## config.mk

```make
export PLATFORM = sky130hd
export DESIGN_NAME = core_idle_ctrl
export DESIGN_NICKNAME = d
export VERILOG_FILES = /design/src/rtl/cidle_pkg.sv /design/src/rtl/cidle_req_decode.sv /design/src/rtl/cidle_seq.sv /design/src/rtl/cidle_snoop.sv /design/src/rtl/core_idle_ctrl.sv
export SDC_FILE = /design/constraint.sdc
export NUM_CORES = 1
export LEC_CHECK = 0
export ABC_CLOCK_PERIOD_IN_PS = 1820
export BUFFER_PORTS_ARGS = -buffer_cell sky130_fd_sc_hd__buf_2
export CORE_MARGIN = 3
export CORE_UTILIZATION = 44
export DETAILED_ROUTE_END_ITERATION = 6
export GPL_TIMING_DRIVEN = 0
export PLACE_DENSITY = 0.72
export SLEW_MARGIN = 20
export SYNTH_ARGS = -nofsm -noshare
export SYNTH_HDL_FRONTEND = slang
export SYNTH_SLANG_ARGS = --single-unit
```

## constraint.sdc

```tcl
create_clock -name clk -period 1.82 [get_ports clk]
set_clock_uncertainty 0.1 [all_clocks]
set_input_delay 0.273 -clock clk [delete_from_list [all_inputs] [get_ports clk]]
set_output_delay 0.273 -clock clk [all_outputs]
set_load 0.1 [all_outputs]
```

## src/rtl/cidle_pkg.sv

```systemverilog
package cidle_pkg;
  localparam int CODE_W = 3;
  localparam int HINT_W = 2;

  localparam logic [CODE_W-1:0] CODE_C0 = 3'd0;
  localparam logic [CODE_W-1:0] CODE_C1 = 3'd1;
  localparam logic [CODE_W-1:0] CODE_C3 = 3'd3;
  localparam logic [CODE_W-1:0] CODE_C6 = 3'd6;

  typedef enum logic [2:0] {
    PH_C0, PH_C1, PH_FLUSH, PH_C3, PH_C6, PH_SMM
  } phase_t;

  function automatic logic [CODE_W-1:0] code_of(phase_t p);
    case (p)
      PH_C1:   return CODE_C1;
      PH_C3:   return CODE_C3;
      PH_C6:   return CODE_C6;
      default: return CODE_C0;
    endcase
  endfunction
endpackage

```

## src/rtl/cidle_req_decode.sv

```systemverilog
module cidle_req_decode
  import cidle_pkg::*;
#(
  parameter int HW = HINT_W
) (
  input  logic          trig_valid,
  input  logic          trig_level,
  input  logic          wait_valid,
  input  logic [HW-1:0] wait_hint,
  output logic          light_req,
  output logic          deep_req,
  output logic          deep_is_c6
);
  localparam logic [HW-1:0] HINT_C1 = '0;
  localparam logic [HW-1:0] HINT_C3 = HW'(1);

  always_comb begin
    light_req  = 1'b0;
    deep_req   = 1'b0;
    deep_is_c6 = 1'b0;
    if (trig_valid) begin
      deep_req   = 1'b1;
      deep_is_c6 = trig_level;
    end else if (wait_valid) begin
      if (wait_hint == HINT_C1) begin
        light_req = 1'b1;
      end else begin
        deep_req   = 1'b1;
        deep_is_c6 = (wait_hint != HINT_C3);
      end
    end
  end
endmodule

```

## src/rtl/cidle_seq.sv

```systemverilog
module cidle_seq
  import cidle_pkg::*;
#(
  parameter int CW = CODE_W
) (
  input  logic          clk,
  input  logic          rst,
  input  logic          light_req,
  input  logic          deep_req,
  input  logic          deep_is_c6,
  input  logic          irq,
  input  logic          flush_done,
  input  logic          smi_req,
  input  logic          smi_done,
  output logic [CW-1:0] cstate,
  output logic          clk_en,
  output logic          flush_req
);
  phase_t phase_q, phase_d;
  logic   tgt_c6_q, tgt_c6_d;
  logic   abort_q, abort_d;
  logic   ret_c1_q, ret_c1_d;

  always_comb begin
    phase_d  = phase_q;
    tgt_c6_d = tgt_c6_q;
    abort_d  = abort_q;
    ret_c1_d = ret_c1_q;
    case (phase_q)
      PH_C0: begin
        if (smi_req) begin
          phase_d  = PH_SMM;
          ret_c1_d = 1'b0;
        end else if (!irq) begin
          if (deep_req) begin
            phase_d  = PH_FLUSH;
            tgt_c6_d = deep_is_c6;
            abort_d  = 1'b0;
          end else if (light_req) begin
            phase_d = PH_C1;
          end
        end
      end
      PH_C1: begin
        if (smi_req) begin
          phase_d  = PH_SMM;
          ret_c1_d = 1'b1;
        end else if (irq) begin
          phase_d = PH_C0;
        end
      end
      PH_FLUSH: begin
        abort_d = abort_q | irq;
        if (flush_done) begin
          abort_d = 1'b0;
          if (abort_q | irq) phase_d = PH_C0;
          else               phase_d = tgt_c6_q ? PH_C6 : PH_C3;
        end
      end
      PH_C3, PH_C6: begin
        if (smi_req) begin
          phase_d  = PH_SMM;
          ret_c1_d = 1'b0;
        end else if (irq) begin
          phase_d = PH_C0;
        end
      end
      PH_SMM: begin
        if (smi_done) phase_d = ret_c1_q ? PH_C1 : PH_C0;
      end
      default: phase_d = PH_C0;
    endcase
  end

  always_ff @(posedge clk) begin
    if (rst) begin
      phase_q   <= PH_C0;
      tgt_c6_q  <= 1'b0;
      abort_q   <= 1'b0;
      ret_c1_q  <= 1'b0;
      cstate    <= CODE_C0;
      clk_en    <= 1'b1;
      flush_req <= 1'b0;
    end else begin
      phase_q   <= phase_d;
      tgt_c6_q  <= tgt_c6_d;
      abort_q   <= abort_d;
      ret_c1_q  <= ret_c1_d;
      cstate    <= code_of(phase_d);
      clk_en    <= !(phase_d == PH_C3 || phase_d == PH_C6);
      flush_req <= (phase_d == PH_FLUSH);
    end
  end
endmodule

```

## src/rtl/cidle_snoop.sv

```systemverilog
module cidle_snoop (
  input  logic clk,
  input  logic rst,
  input  logic snoop,
  input  logic core_running,
  output logic snoop_svc
);
  always_ff @(posedge clk) begin
    if (rst) snoop_svc <= 1'b0;
    else     snoop_svc <= snoop & core_running;
  end
endmodule

```

## src/rtl/core_idle_ctrl.sv

```systemverilog
module core_idle_ctrl
  import cidle_pkg::*;
(
  input  logic              clk,
  input  logic              rst,
  input  logic              trig_valid,
  input  logic              trig_level,
  input  logic              wait_valid,
  input  logic [HINT_W-1:0] wait_hint,
  input  logic              irq,
  input  logic              snoop,
  input  logic              flush_done,
  input  logic              smi_req,
  input  logic              smi_done,
  output logic [CODE_W-1:0] cstate,
  output logic              clk_en,
  output logic              flush_req,
  output logic              snoop_svc
);
  logic light_req, deep_req, deep_is_c6;

  cidle_req_decode #(.HW(HINT_W)) u_dec (
    .trig_valid (trig_valid),
    .trig_level (trig_level),
    .wait_valid (wait_valid),
    .wait_hint  (wait_hint),
    .light_req  (light_req),
    .deep_req   (deep_req),
    .deep_is_c6 (deep_is_c6)
  );

  cidle_seq #(.CW(CODE_W)) u_seq (
    .clk        (clk),
    .rst        (rst),
    .light_req  (light_req),
    .deep_req   (deep_req),
    .deep_is_c6 (deep_is_c6),
    .irq        (irq),
    .flush_done (flush_done),
    .smi_req    (smi_req),
    .smi_done   (smi_done),
    .cstate     (cstate),
    .clk_en     (clk_en),
    .flush_req  (flush_req)
  );

  cidle_snoop u_snp (
    .clk          (clk),
    .rst          (rst),
    .snoop        (snoop),
    .core_running (clk_en),
    .snoop_svc    (snoop_svc)
  );
endmodule

```

Word-level counts from Yosys, hierarchy flattened
Index checks and enable logic that the tools add are counted.

Register bits after elaboration: 12. Input bits: 12.

Equal/unequal tests: 15. Mux-type cells: 30. Bitwise logic cells: 4. Reduce and logical (&&, ||, !) cells: 11.

Operators by type and width (count): 2-to-1 mux 3 bit (10); 2-to-1 mux 1 bit (16); equality test 3 x 2 -> 1 bit, second input constant (4); case mux 3 bit (4 select lines) (1); equality test 3 bit, second input constant (3); case mux 3 bit (3 select lines) (1); inequality test 2 bit, second input constant (4); AND reduction 4 bit (2); equality test 3 x 1 -> 1 bit, second input constant (2); OR reduction 3 bit (2); inequality test 2 x 1 -> 1 bit, second input constant (2); case mux 1 bit (2 select lines) (2); nonzero test 2 bit (2); zero test 3 bit (1); AND reduction 3 bit (1); zero test 2 bit (1); NOT 1 bit (2); AND 1 bit (1); zero test 1 bit (1); logical OR 1 bit (1); bitwise OR 1 bit (1).

Longest topological paths before layout
Gate-level depths: netlist (run 1).

Word-level depth: 12. Depth in mapped cells: 6. Mapped depth without buffers: 5.

Cells and area by module
Synthesis (run 1) repeated with hierarchy kept, for this count alone.

Cell total of the unflattened synthesis: 77. Area, all modules: 650.6 µm².

By module, submodules not included: cidle_seq (times used 1, cells an instance 69, area an instance 583.1 µm², seq. area each 220.2 µm²); cidle_req_decode (times used 1, cells an instance 6, area an instance 38.8 µm², seq. area each 0.0 µm²); cidle_snoop (times used 1, cells an instance 2, area an instance 28.8 µm², seq. area each 20.0 µm²).

Worst setup path after synthesis (run 1)
OpenSTA, ideal clock, no wires.

Path type: reg2reg. From: reg u_seq.phase_q[0]. To: reg u_seq.cstate[1]. Arrival time: 1.523 ns. Required time: 1.607 ns. Path slack: 0.085 ns. Cell stages (with the launch flop): 7. Buffers on the path: 1. Period minus slack after synthesis: 1.735 ns. Path through: dfxtp_1 -> buf_6 -> nand2b_1 -> a32o_2 -> a211oi_4 -> mux2_4 -> and2_4.

Longest elaborated chain between the ends: 7.

RTL lines: from (decl) (RTL line cidle_seq.sv:19) `phase_t phase_q, phase_d;`; from (signal assigned) (RTL line cidle_seq.sv:85) `phase_q <= phase_d;`; 2-to-1 mux 3 bit (RTL line cidle_seq.sv:39) `end else if (light_req) begin`; 2-to-1 mux 3 bit (RTL line cidle_seq.sv:35) `if (deep_req) begin`; 2-to-1 mux 3 bit (RTL line cidle_seq.sv:34) `end else if (!irq) begin`; 2-to-1 mux 3 bit (RTL line cidle_seq.sv:31) `if (smi_req) begin`; case mux 3 bit (4 select lines) (*) (RTL line cidle_seq.sv:29) `case (phase_q)`; equality test 3 bit, or another cell as far along (RTL line cidle_pkg.sv:15) `case (p)`; case mux 3 bit (3 select lines) (*) (RTL line cidle_pkg.sv:15); to (signal assigned) (RTL line cidle_seq.sv:89) `cstate <= code_of(phase_d);`; to (decl) (RTL line cidle_seq.sv:15) `output logic [CW-1:0] cstate,`.

Every way passes the cells marked *; elsewhere a longest branch is shown, timed or not. A chain may end at the register's enable or synchronous reset.

Worst setup path after layout (run 1)
Same ends and word-level chain as after synthesis.

==> flow_metrics.py, run 1 <==
metrics = {
    "floorplan": {
        "initial_core_util_pct": 48.1,
        "row_count": 13,
        "die_h_um": 43.9,
        "core_um2": 1320,
        "die_x_um": 43.9,
        "boundaryPins": 18,
        "die_area_um2": 1930,
    },
    "timing": {
        "relSlewSlack_pct": 67.8,
        "slew_viol_final": 0,
        "rsz0062_at_grt": "false",
        "setup_violations": 0,
        "finalWorstPathRequiredPeriod_ns": 1.76,
        "clock.fmax_mhz": 568,
        "fin_crit_sh_pct": 96.7,
        "holdWs_ns": 0.117,
        "worstMarginPinSlew_ns": 0.487,
        "finalSetupTns_ns": 0,
        "hold_viol": 0,
    },
    "cts": {
        "cts-root-buf": "clkbuf_4",
        "clock_latency_ns": 0.27,
        "holdBufCountCts": 0,
        "numClockSinks": 12,
        "clockBufferDepth": 2,
        "cts_tree": "built",
        "numCtsBuffers": 3,
        "h-tree-depth": 1,
        "clkTransAtPathRegs_ns": 0.08,
    },
    "critical_path": {
        "start_kind": "flip-flop",
        "regToRegEndpoint": "u_seq.cstate[1]",
        "critPathArrivalTime_ns": 1.83,
        "required_ns": 1.89,
        "worst-r2r-cell-count": 6,
        "r2r_slack_ns": 0.06,
        "crit_type": "reg -> reg",
        "reg2reg_from": "u_seq.phase_q[0]",
        "crit_path_end_kind": "flip-flop",
        "cp_max_fo": 10,
    },
    "detailed_routing": {
        "num_vias": 570,
        "wirelength_mm": 1.33,
        "drt_iter0_drc": 12,
        "final_antenna_net_count": 0,
        "via_per_inst": 5.38,
        "drc_errors": 0,
        "post_drt_wl_per_cell_um": 12.5,
        "first_pass_iters": 4,
    },
    "placed_design": {
        "gp_congestion": 0.745,
        "dp_hpwl_um": 940,
        "io_buffers": 17,
    },
    "logic_synthesis": {
        "synth_top_area_share_pct": 37.9,
        "ys_seq_area_share_pct": 37.9,
        "synthMostInstantiatedCell": "dfxtp_1",
        "synth-edff-count": 0,
        "yosys_warnings": 0,
        "synth_flop_cell": "dfxtp_1",
        "synth_cells": 69,
        "synth_common_cells": "dfxtp_1, nand2_1, nor2_1",
        "syn_area_per_cell_um2": 9.18,
        "ys_seq_elements": 12,
        "async_flop_share_pct": 0,
        "synth_area_um2": 633,
        "yosysTopAreaCell": "dfxtp_1",
        "synthTopCellsByArea": "dfxtp_1, buf_6, nand2_1",
        "yosys.cell_types.count": 38,
        "synth_fp_nets": 81,
    },
    "global_route": {
        "antenna_found_initial": 0,
        "gr-total-overflow": 0,
        "grt_pass1_vias": 476,
        "grtUsageTotal_pct": 15.6,
        "grt_pass1_wl_mm": 2.16,
        "grt_max_degree": 11,
    },
    "finish": {
        "finish.utilization_pct": 60.7,
        "drive_gt1_share_pct": 38.5,
        "nets": 104,
        "syn_to_final_growth_pct": 26.3,
        "fillers": 121,
        "insertedDiodeCount": 0,
    },
    "power_and_ir_drop": {
        "ir_worst_vdd_v": 0.000558,
        "leakage_nw": 0.359,
        "power_mw": 0.775,
        "powerDensity_nw_per_um2": 970,
    },
    "run": {
        "maxCapViolations": 0,
    },
    "min_path": {
        "hold_start": "snoop",
        "hold_path_depth": 3,
        "min_path_type": "in -> reg",
        "holdPathEnd": "u_snp.snoop_svc",
    },
    "outcome": {
        "outcome": "finished clean",
    },
}
power breakdown:
group / total [mW] / switching, mW / internal [mW]
Combinational: 0.267 / 0.176 / 0.0906
Clock: 0.211 / 0.0898 / 0.122
Sequential: 0.297 / 0.0121 / 0.285
Total: 0.775 / 0.278 / 0.497
cells by family (layout without fill, tap and decap cells):
family	count (synthesis)	after routing	synth area share (%)
AO/OA/AOI/OAI	18	18	22.9
flip-flops	12	12	37.9
AND/OR/NAND/NOR	31	31	28.1
buffers and inverters	5	27	5.34
multiplexers	3	3	5.73
metrics by stage:
| stage | area, µm² | worst slack [ns] | instances |
|---|---|---|---|
| 5_1_grt | 800 | 0.0211 | 106 |
| 3_5_place_dp | 737 | -0.0289 | 101 |
| 2_1_floorplan | 633 | 0.0847 | 69 |
| 6_report | 800 | 0.0602 | 106 |
| 4_1_cts | 790 | 0.00297 | 106 |
| 3_3_place_gp | 737 | -0.0206 | 101 |
flip-flops by register name, indices dropped and copies added, names as in the netlist:
| signal | count |
|---|---|
| u_seq.cstate | 3 |
| u_seq.phase_q | 3 |
| u_seq.abort_q | 1 |
| u_seq.clk_en | 1 |
| u_seq.flush_req | 1 |
| u_seq.ret_c1_q | 1 |
| u_seq.tgt_c6_q | 1 |
| u_snp.snoop_svc | 1 |
repair_timing:
| action | 4_1_cts | 5_1_grt |
|---|---|---|
| setup endpoints to repair | 1 | 2 |
| cloned | 0 | 0 |
| setup buffers | 1 | 0 |
| pin swaps | 2 | 1 |
| resized for setup | 2 | 5 |
routing by layer:
layer  routed length, µm  part of all wire (%)  global-route usage, %
met2                 586                    44                   19.8
met1                 657                    49                   22.3
met5                   0                     0                      0
met4                   0                     0                   5.42
met3                  85                   6.4                   7.88
layout by cell type, fill, tap and decap left out, drive strengths merged, types with 3 or more instances in the layout:
cell type	synthesis	final
a21oi	3	3
and2	4	4
buf	2	21
clkbuf	1	4
dfxtp	12	12
nand2	7	7
nor2	6	6
nor4	3	3
final cells by class:
cell class | instances | area [µm²] | area share (%)
multi-input combinational | 52 | 373 | 46.6
timing repair buffer | 18 | 92.6 | 11.6
sequential | 12 | 244 | 30.5
clock buffer | 4 | 36.3 | 4.54
tap | 15 | 18.8 | 2.35
buffer | 3 | 27.5 | 3.44
inverter | 2 | 7.51 | 0.939
critical path, cell delays in order (launching register included):
cell and delay, ns:
dfxtp_1 0.31, buf_6 0.14, nand2b_4 0.14, a32o_2 0.28, a211oi_4 0.21, mux2_4 0.33
and2_4 0.15
worst max-delay path by stage:
| stage | start | end | slack (ns) | cells after the start |
|---|---|---|---|---|
| floorplan | u_seq.phase_q[0] | u_seq.cstate[1] | 0.08 | 6 |
| CTS | u_seq.phase_q[1] | u_seq.cstate[1] | 0.003 | 5 |
| finish | u_seq.phase_q[0] | u_seq.cstate[1] | 0.06 | 6 |
| detailed placement | u_seq.phase_q[2] | u_seq.cstate[1] | -0.03 | 6 |
| global route | u_seq.phase_q[1] | u_seq.cstate[1] | 0.02 | 5 |
| global placement | u_seq.phase_q[2] | u_seq.cstate[1] | -0.02 | 6 |
(Power assumes the default switching activity.)
==> inputs of run 2 (changes only) <==
--- a/config.mk
+++ b/config.mk
@@ -7,11 +7,14 @@
 export LEC_CHECK = 0
 export ABC_CLOCK_PERIOD_IN_PS = 1820
 export BUFFER_PORTS_ARGS = -buffer_cell sky130_fd_sc_hd__buf_2
+export CAP_MARGIN = 20
+export CELL_PAD_IN_SITES_DETAIL_PLACEMENT = 0
+export CELL_PAD_IN_SITES_GLOBAL_PLACEMENT = 1
 export CORE_MARGIN = 3
-export CORE_UTILIZATION = 44
+export CORE_UTILIZATION = 32
 export DETAILED_ROUTE_END_ITERATION = 6
 export GPL_TIMING_DRIVEN = 0
-export PLACE_DENSITY = 0.72
+export PLACE_DENSITY_LB_ADDON = 0.1
 export SLEW_MARGIN = 20
 export SYNTH_ARGS = -nofsm -noshare
 export SYNTH_HDL_FRONTEND = slang
==> flow_metrics.py, run 2 (synthesis gave the netlist of run 1 again) <==
metrics = {
    "critical_path": {
        "cp_max_fo": 10,
        "crit_type": "reg -> reg",
        "start_kind": "flip-flop",
        "required_ns": 1.89,
        "crit_start": "u_seq.phase_q[0]",
        "r2r_slack_ns": 0.08,
        "critPathArrivalTime_ns": 1.82,
        "crit_path_end_kind": "flip-flop",
        "reg2reg_from": "u_seq.phase_q[0]",
    },
    "finish": {
        "fin_area_um2": 810,
        "syn_to_final_growth_pct": 27.9,
        "drive_gt1_share_pct": 38.5,
        "finish.utilization_pct": 44.9,
        "layout_commonest_cell": "buf_2",
        "insertedDiodeCount": 0,
        "nets": 104,
        "final_cells": 116,
        "layout_common_cells": "buf_2, dfxtp_1, nand2_1, nor2_1",
        "reg.largest.list": "u_seq.cstate (3), u_seq.phase_q (3)",
        "fillers": 199,
    },
    "min_path": {
        "hold_start": "snoop",
        "min_path_type": "in -> reg",
    },
    "timing": {
        "rsz0062_at_grt": "false",
        "holdWs_ns": 0.121,
        "hold_viol": 0,
        "relSlewSlack_pct": 67.9,
        "clock.fmax_mhz": 573,
        "setup_violations": 0,
        "fin_crit_sh_pct": 95.9,
        "slew_viol_final": 0,
        "worstMarginPinSlew_ns": 0.485,
        "finalWorstPathRequiredPeriod_ns": 1.74,
    },
    "cts": {
        "holdBufCountCts": 0,
        "cts_tree": "built",
        "cts-root-buf": "clkbuf_4",
        "h-tree-depth": 1,
        "clock_latency_ns": 0.27,
        "clkTransAtPathRegs_ns": 0.07,
        "numCtsBuffers": 3,
        "numClockSinks": 12,
        "clockBufferDepth": 2,
    },
    "placed_design": {
        "dp_cells": 111,
        "gp_congestion": 0.719,
        "placed_area_um2": 749,
        "io_buffers": 17,
        "dp_hpwl_mm": 1.06,
    },
    "global_route": {
        "grtUsageTotal_pct": 12.0,
        "grt_pass1_vias": 536,
        "gr-total-overflow": 0,
        "grt_pass1_wl_mm": 2.37,
        "antenna_found_initial": 0,
        "grt_max_degree": 11,
    },
    "run": {
        "maxCapViolations": 0,
    },
    "detailed_routing": {
        "num_vias": 570,
        "first_pass_iters": 3,
        "post_drt_wl_per_cell_um": 12.2,
        "wirelength_mm": 1.42,
        "via_per_inst": 4.91,
        "drt_iter0_drc": 2,
        "drc_errors": 0,
        "final_antenna_net_count": 0,
    },
    "floorplan": {
        "die_x_um": 50.5,
        "core_um2": 1800,
        "initial_core_util_pct": 35.1,
        "die_h_um": 50.5,
        "row_count": 15,
        "die_area_um2": 2550,
        "boundaryPins": 18,
    },
    "power_and_ir_drop": {
        "ir_worst_vdd_v": 0.000528,
        "leakage_nw": 0.359,
        "power_mw": 0.772,
        "powerDensity_nw_per_um2": 953,
    },
    "outcome": {
        "outcome": "finished clean",
    },
}
[run 2: cell count changes in the layout (fill, tap and decap cells not counted)]
cell	before	now
dfxtp_2	0	1
dfxtp_4	1	0
[run 2: critical path, cell delays in order (launching register included)]
cell	delay (ns)
dfxtp_1	0.31
buf_6	0.14
nand2b_4	0.14
a32o_2	0.28
a211oi_4	0.20
mux2_4	0.33
and2_4	0.15
[run 2: area by class of cell]
type	instances	area (µm²)	share of cell area, %
buffer	3	27.5	3.40
clock buffer	4	36.3	4.48
inverter	2	7.51	0.927
multi-input combinational	52	373	46.1
sequential	12	241	29.8
tap	25	31.3	3.86
timing repair buffer	18	92.6	11.4
[run 2: per-layer routing]
layer | global-route usage, % | vias to the layer above | wire length (µm)
li1 | - | 301 | -
met4 | 0 | 0 | 0
met2 | 18.0 | 8 | 640
met3 | 5.34 | 0 | 57
met1 | 16.6 | 261 | 722
met5 | 0 | - | 0
[run 2: final timing paths]
| kind | endpoint | depth (start not counted) |
|---|---|---|
| worst max-delay path | u_seq.cstate[1] | 6 |
| worst min-delay path | u_snp.snoop_svc | 3 |
| worst max register to register | u_seq.cstate[1] | 6 |
| worst min register to register | u_snp.snoop_svc | 2 |
[run 2: timing repair]
action / in CTS / in global routing
setup buffers: 1 / 0
endpoints found under the hold margin: 0 / 0
endpoints found under the setup margin: 1 / 2
cloned: 0 / 0
pin swaps: 2 / 2
resized for setup: 2 / 4
[run 2: metrics by stage]
stage	worst slack (ns)	TNS [ns]
finish	0.0755	0
global route	0.00611	0
CTS	0.00148	0
detailed placement	-0.0340	-0.0340
global placement	-0.0308	-0.0308
floorplan	0.0847	0
[run 2: power by group]
group	internal (mW)	switching, mW
sequential	0.285	0.0117
clock	0.122	0.0847
combinational	0.0907	0.178
==> inputs of run 3 (changes only) <==
--- a/config.mk
+++ b/config.mk
@@ -5,13 +5,14 @@
 export SDC_FILE = /design/constraint.sdc
 export NUM_CORES = 1
 export LEC_CHECK = 0
+export ABC_AREA = 1
 export ABC_CLOCK_PERIOD_IN_PS = 1820
 export BUFFER_PORTS_ARGS = -buffer_cell sky130_fd_sc_hd__buf_2
-export CAP_MARGIN = 20
+export CAP_MARGIN = 10
 export CELL_PAD_IN_SITES_DETAIL_PLACEMENT = 0
 export CELL_PAD_IN_SITES_GLOBAL_PLACEMENT = 1
 export CORE_MARGIN = 3
-export CORE_UTILIZATION = 32
+export CORE_UTILIZATION = 30
 export DETAILED_ROUTE_END_ITERATION = 6
 export GPL_TIMING_DRIVEN = 0
 export PLACE_DENSITY_LB_ADDON = 0.1
==> flow_metrics.py, run 3 <==
metrics = {
    "detailed_routing": {
        "wirelength_mm": 1.40,
        "post_drt_wl_per_cell_um": 9.45,
        "num_vias": 642,
        "first_pass_iters": 4,
        "drt_iter0_drc": 8,
        "final_antenna_net_count": 0,
        "drc_errors": 0,
        "via_per_inst": 4.34,
    },
    "floorplan": {
        "die_h_um": 52.9,
        "die_x_um": 52.9,
        "initial_core_util_pct": 32.7,
        "core_um2": 2020,
        "row_count": 16,
        "boundaryPins": 18,
        "die_area_um2": 2800,
    },
    "critical_path": {
        "crit_type": "reg -> out",
        "r2r_slack_ns": 0.44,
        "critPathArrivalTime_ns": 1.02,
        "required_ns": 1.45,
        "reg2reg_from": "u_seq.phase_q[0]",
        "slowest_stage": "buf_2",
        "max_stage_delay_ns": 0.42,
        "critPathTopFamily": "buffers and inverters",
        "cp_max_fo": 2,
        "worst-r2r-cell-count": 9,
        "start_kind": "flip-flop",
        "regToRegEndpoint": "u_seq.clk_en",
        "cp.buffers_inverters": 1,
        "crit_chain": "buf_2",
        "crit_path_end_kind": "output pin",
    },
    "placed_design": {
        "gp_congestion": 0.754,
        "placed_area_um2": 779,
        "io_buffers": 17,
        "dp_hpwl_mm": 1.13,
    },
    "logic_synthesis": {
        "yosys.cell_types.count": 19,
        "synth_flop_cell": "dfxtp_1",
        "ys_seq_elements": 12,
        "synthAdderAreaFrac_pct": 0,
        "synth-compound-area-share_pct": 7.20,
        "synthMuxAreaShare_pct": 0,
        "synth_top_family_by_area": "simple AND/OR/NAND/NOR gates",
        "yosys_warnings": 0,
        "synthXorXnorAreaFrac_pct": 0,
        "synthMostInstantiatedCell": "nand2_1",
        "ys_seq_area_share_pct": 36.4,
        "synth_cells": 100,
        "syn_area_per_cell_um2": 6.61,
        "synth_fp_nets": 112,
        "synth_area_um2": 661,
        "synth_top_area_share_pct": 36.4,
        "async_flop_share_pct": 0,
        "synth_common_cells": "nand2_1, inv_1, dfxtp_1, nor2_1, nand3_1",
        "synthTopCellsByArea": "dfxtp_1, nand2_1, inv_1",
        "yosysTopAreaCell": "dfxtp_1",
        "synth-edff-count": 0,
        "synth-simple-area-share_pct": 43.4,
    },
    "cts": {
        "clkTransAtPathRegs_ns": 0.07,
        "numCtsBuffers": 3,
        "cts-root-buf": "clkbuf_4",
        "post_cts_buffers": 0,
        "post_cts_resized": 0,
        "numClockSinks": 12,
        "holdBufCountCts": 0,
        "clock_latency_ns": 0.27,
        "clockBufferDepth": 2,
        "cts_tree": "built",
        "h-tree-depth": 1,
    },
    "finish": {
        "drive_gt1_share_pct": 29.8,
        "layout_common_cells": "nand2_1, inv_1, buf_2, nor2_1, dfxtp_1",
        "syn_to_final_growth_pct": 23.5,
        "fin_area_um2": 816,
        "layout_commonest_cell": "nand2_1",
        "insertedDiodeCount": 0,
        "nets": 134,
        "finish.utilization_pct": 40.3,
        "reg.largest.list": "u_seq.cstate (3), u_seq.phase_q (3)",
    },
    "timing": {
        "finalSetupTns_ns": 0,
        "rsz0062_at_grt": "false",
        "finalWorstPathRequiredPeriod_ns": 1.39,
        "clock.fmax_mhz": 719,
        "relSlewSlack_pct": 67.9,
        "fin_crit_sh_pct": 76.4,
        "setup_violations": 0,
        "slew_viol_final": 0,
        "hold_viol": 0,
        "worstMarginPinSlew_ns": 0.485,
    },
    "power_and_ir_drop": {
        "powerDensity_nw_per_um2": 1070,
        "power_mw": 0.873,
        "ir_worst_vdd_v": 0.000725,
        "leakage_nw": 0.438,
    },
    "outcome": {
        "outcome": "finished clean",
    },
    "global_route": {
        "grt_max_degree": 9,
        "grt_use_met2_pct": 17.8,
        "grt_pass1_wl_mm": 2.39,
        "antenna_found_initial": 0,
        "grt_pass1_vias": 561,
        "gr-usage-met3_pct": 5.07,
        "grt-busiest-layer": "met2",
        "grtUsageMet1_pct": 16.0,
        "gr-total-overflow": 0,
        "grtUsageTotal_pct": 11.8,
    },
    "run": {
        "maxCapViolations": 0,
    },
    "min_path": {
        "hold_path_depth": 3,
        "min_path_type": "in -> reg",
        "holdPathEnd": "u_snp.snoop_svc",
        "hold_start": "snoop",
    },
}
## run 3: cell types whose count changed after synthesis, moves of 3 or more
cell / change
nand2_1: +18
inv_1: +15
nand3_1: +7
nor2_1: +6
nand2_2: +4
and2_1: -3
inv_2: +3
## run 3: how the worst max path moves through the flow
stage	depth (start not counted)	startpoint	slack, ns	endpoint
final	1	u_seq.clk_en	0.43	clk_en
after global routing	9	u_seq.phase_q[1]	0.30	u_seq.clk_en
after detailed placement	9	u_seq.phase_q[1]	0.42	u_seq.clk_en
after CTS	9	u_seq.phase_q[1]	0.41	u_seq.clk_en
after global placement	9	u_seq.phase_q[1]	0.43	u_seq.clk_en
after floorplan	0	u_seq.clk_en	0.52	clk_en
## run 3: cells by family (layout without fill, tap and decap cells)
kind of cell,Yosys count,in the layout
and+or+nand+nor,58,58
buffers and inverters,21,42
DFF,12,12
AOI/OAI and AO/OA,9,9
## run 3: cell type report
| cell class | instances | area, µm² |
|---|---|---|
| fillers | 238 | 1210 |
| multi-input cells | 67 | 334 |
| flip-flops and latches | 12 | 240 |
| repair buffers | 17 | 85.1 |
| inverters | 20 | 75.1 |
| clock buffers | 4 | 36.3 |
| well taps | 27 | 33.8 |
| plain buffers | 1 | 11.3 |
## run 3: per-stage QoR
| step | hold slack (ns) | setup WS (ns) | std cells |
|---|---|---|---|
| 6_report | 0.116 | 0.430 | 148 |
| 5_1_grt | 0.122 | 0.297 | 148 |
| 4_1_cts | 0.107 | 0.408 | 148 |
| 3_5_place_dp | 0.316 | 0.424 | 144 |
| 3_3_place_gp | 0.313 | 0.427 | 144 |
| 2_1_floorplan | 0.242 | 0.523 | 100 |
## run 3: worst register-to-register path, stage by stage (launching register included)
cell	delay, ns
dfxtp_1	0.31
buf_6	0.13
inv_2	0.05
nand2_2	0.06
nor2_1	0.13
nand3_1	0.16
nand3_2	0.14
nand3_1	0.10
nand2_2	0.08
inv_1	0.03
## run 3: layer usage
metal | part of all wire (%) | vias up | wire length [µm]
li1 | - | 348 | -
met1 | 48 | 280 | 677
met2 | 45 | 14 | 631
met3 | 6.3 | 0 | 88
met4 | 0 | 0 | 0
met5 | 0 | - | 0
## run 3: report_power, final
group	switching [mW]	internal (mW)	total (mW)
clock network	0.0886	0.122	0.210
logic	0.269	0.0838	0.352
registers	0.0154	0.295	0.311
total	0.372	0.501	0.873
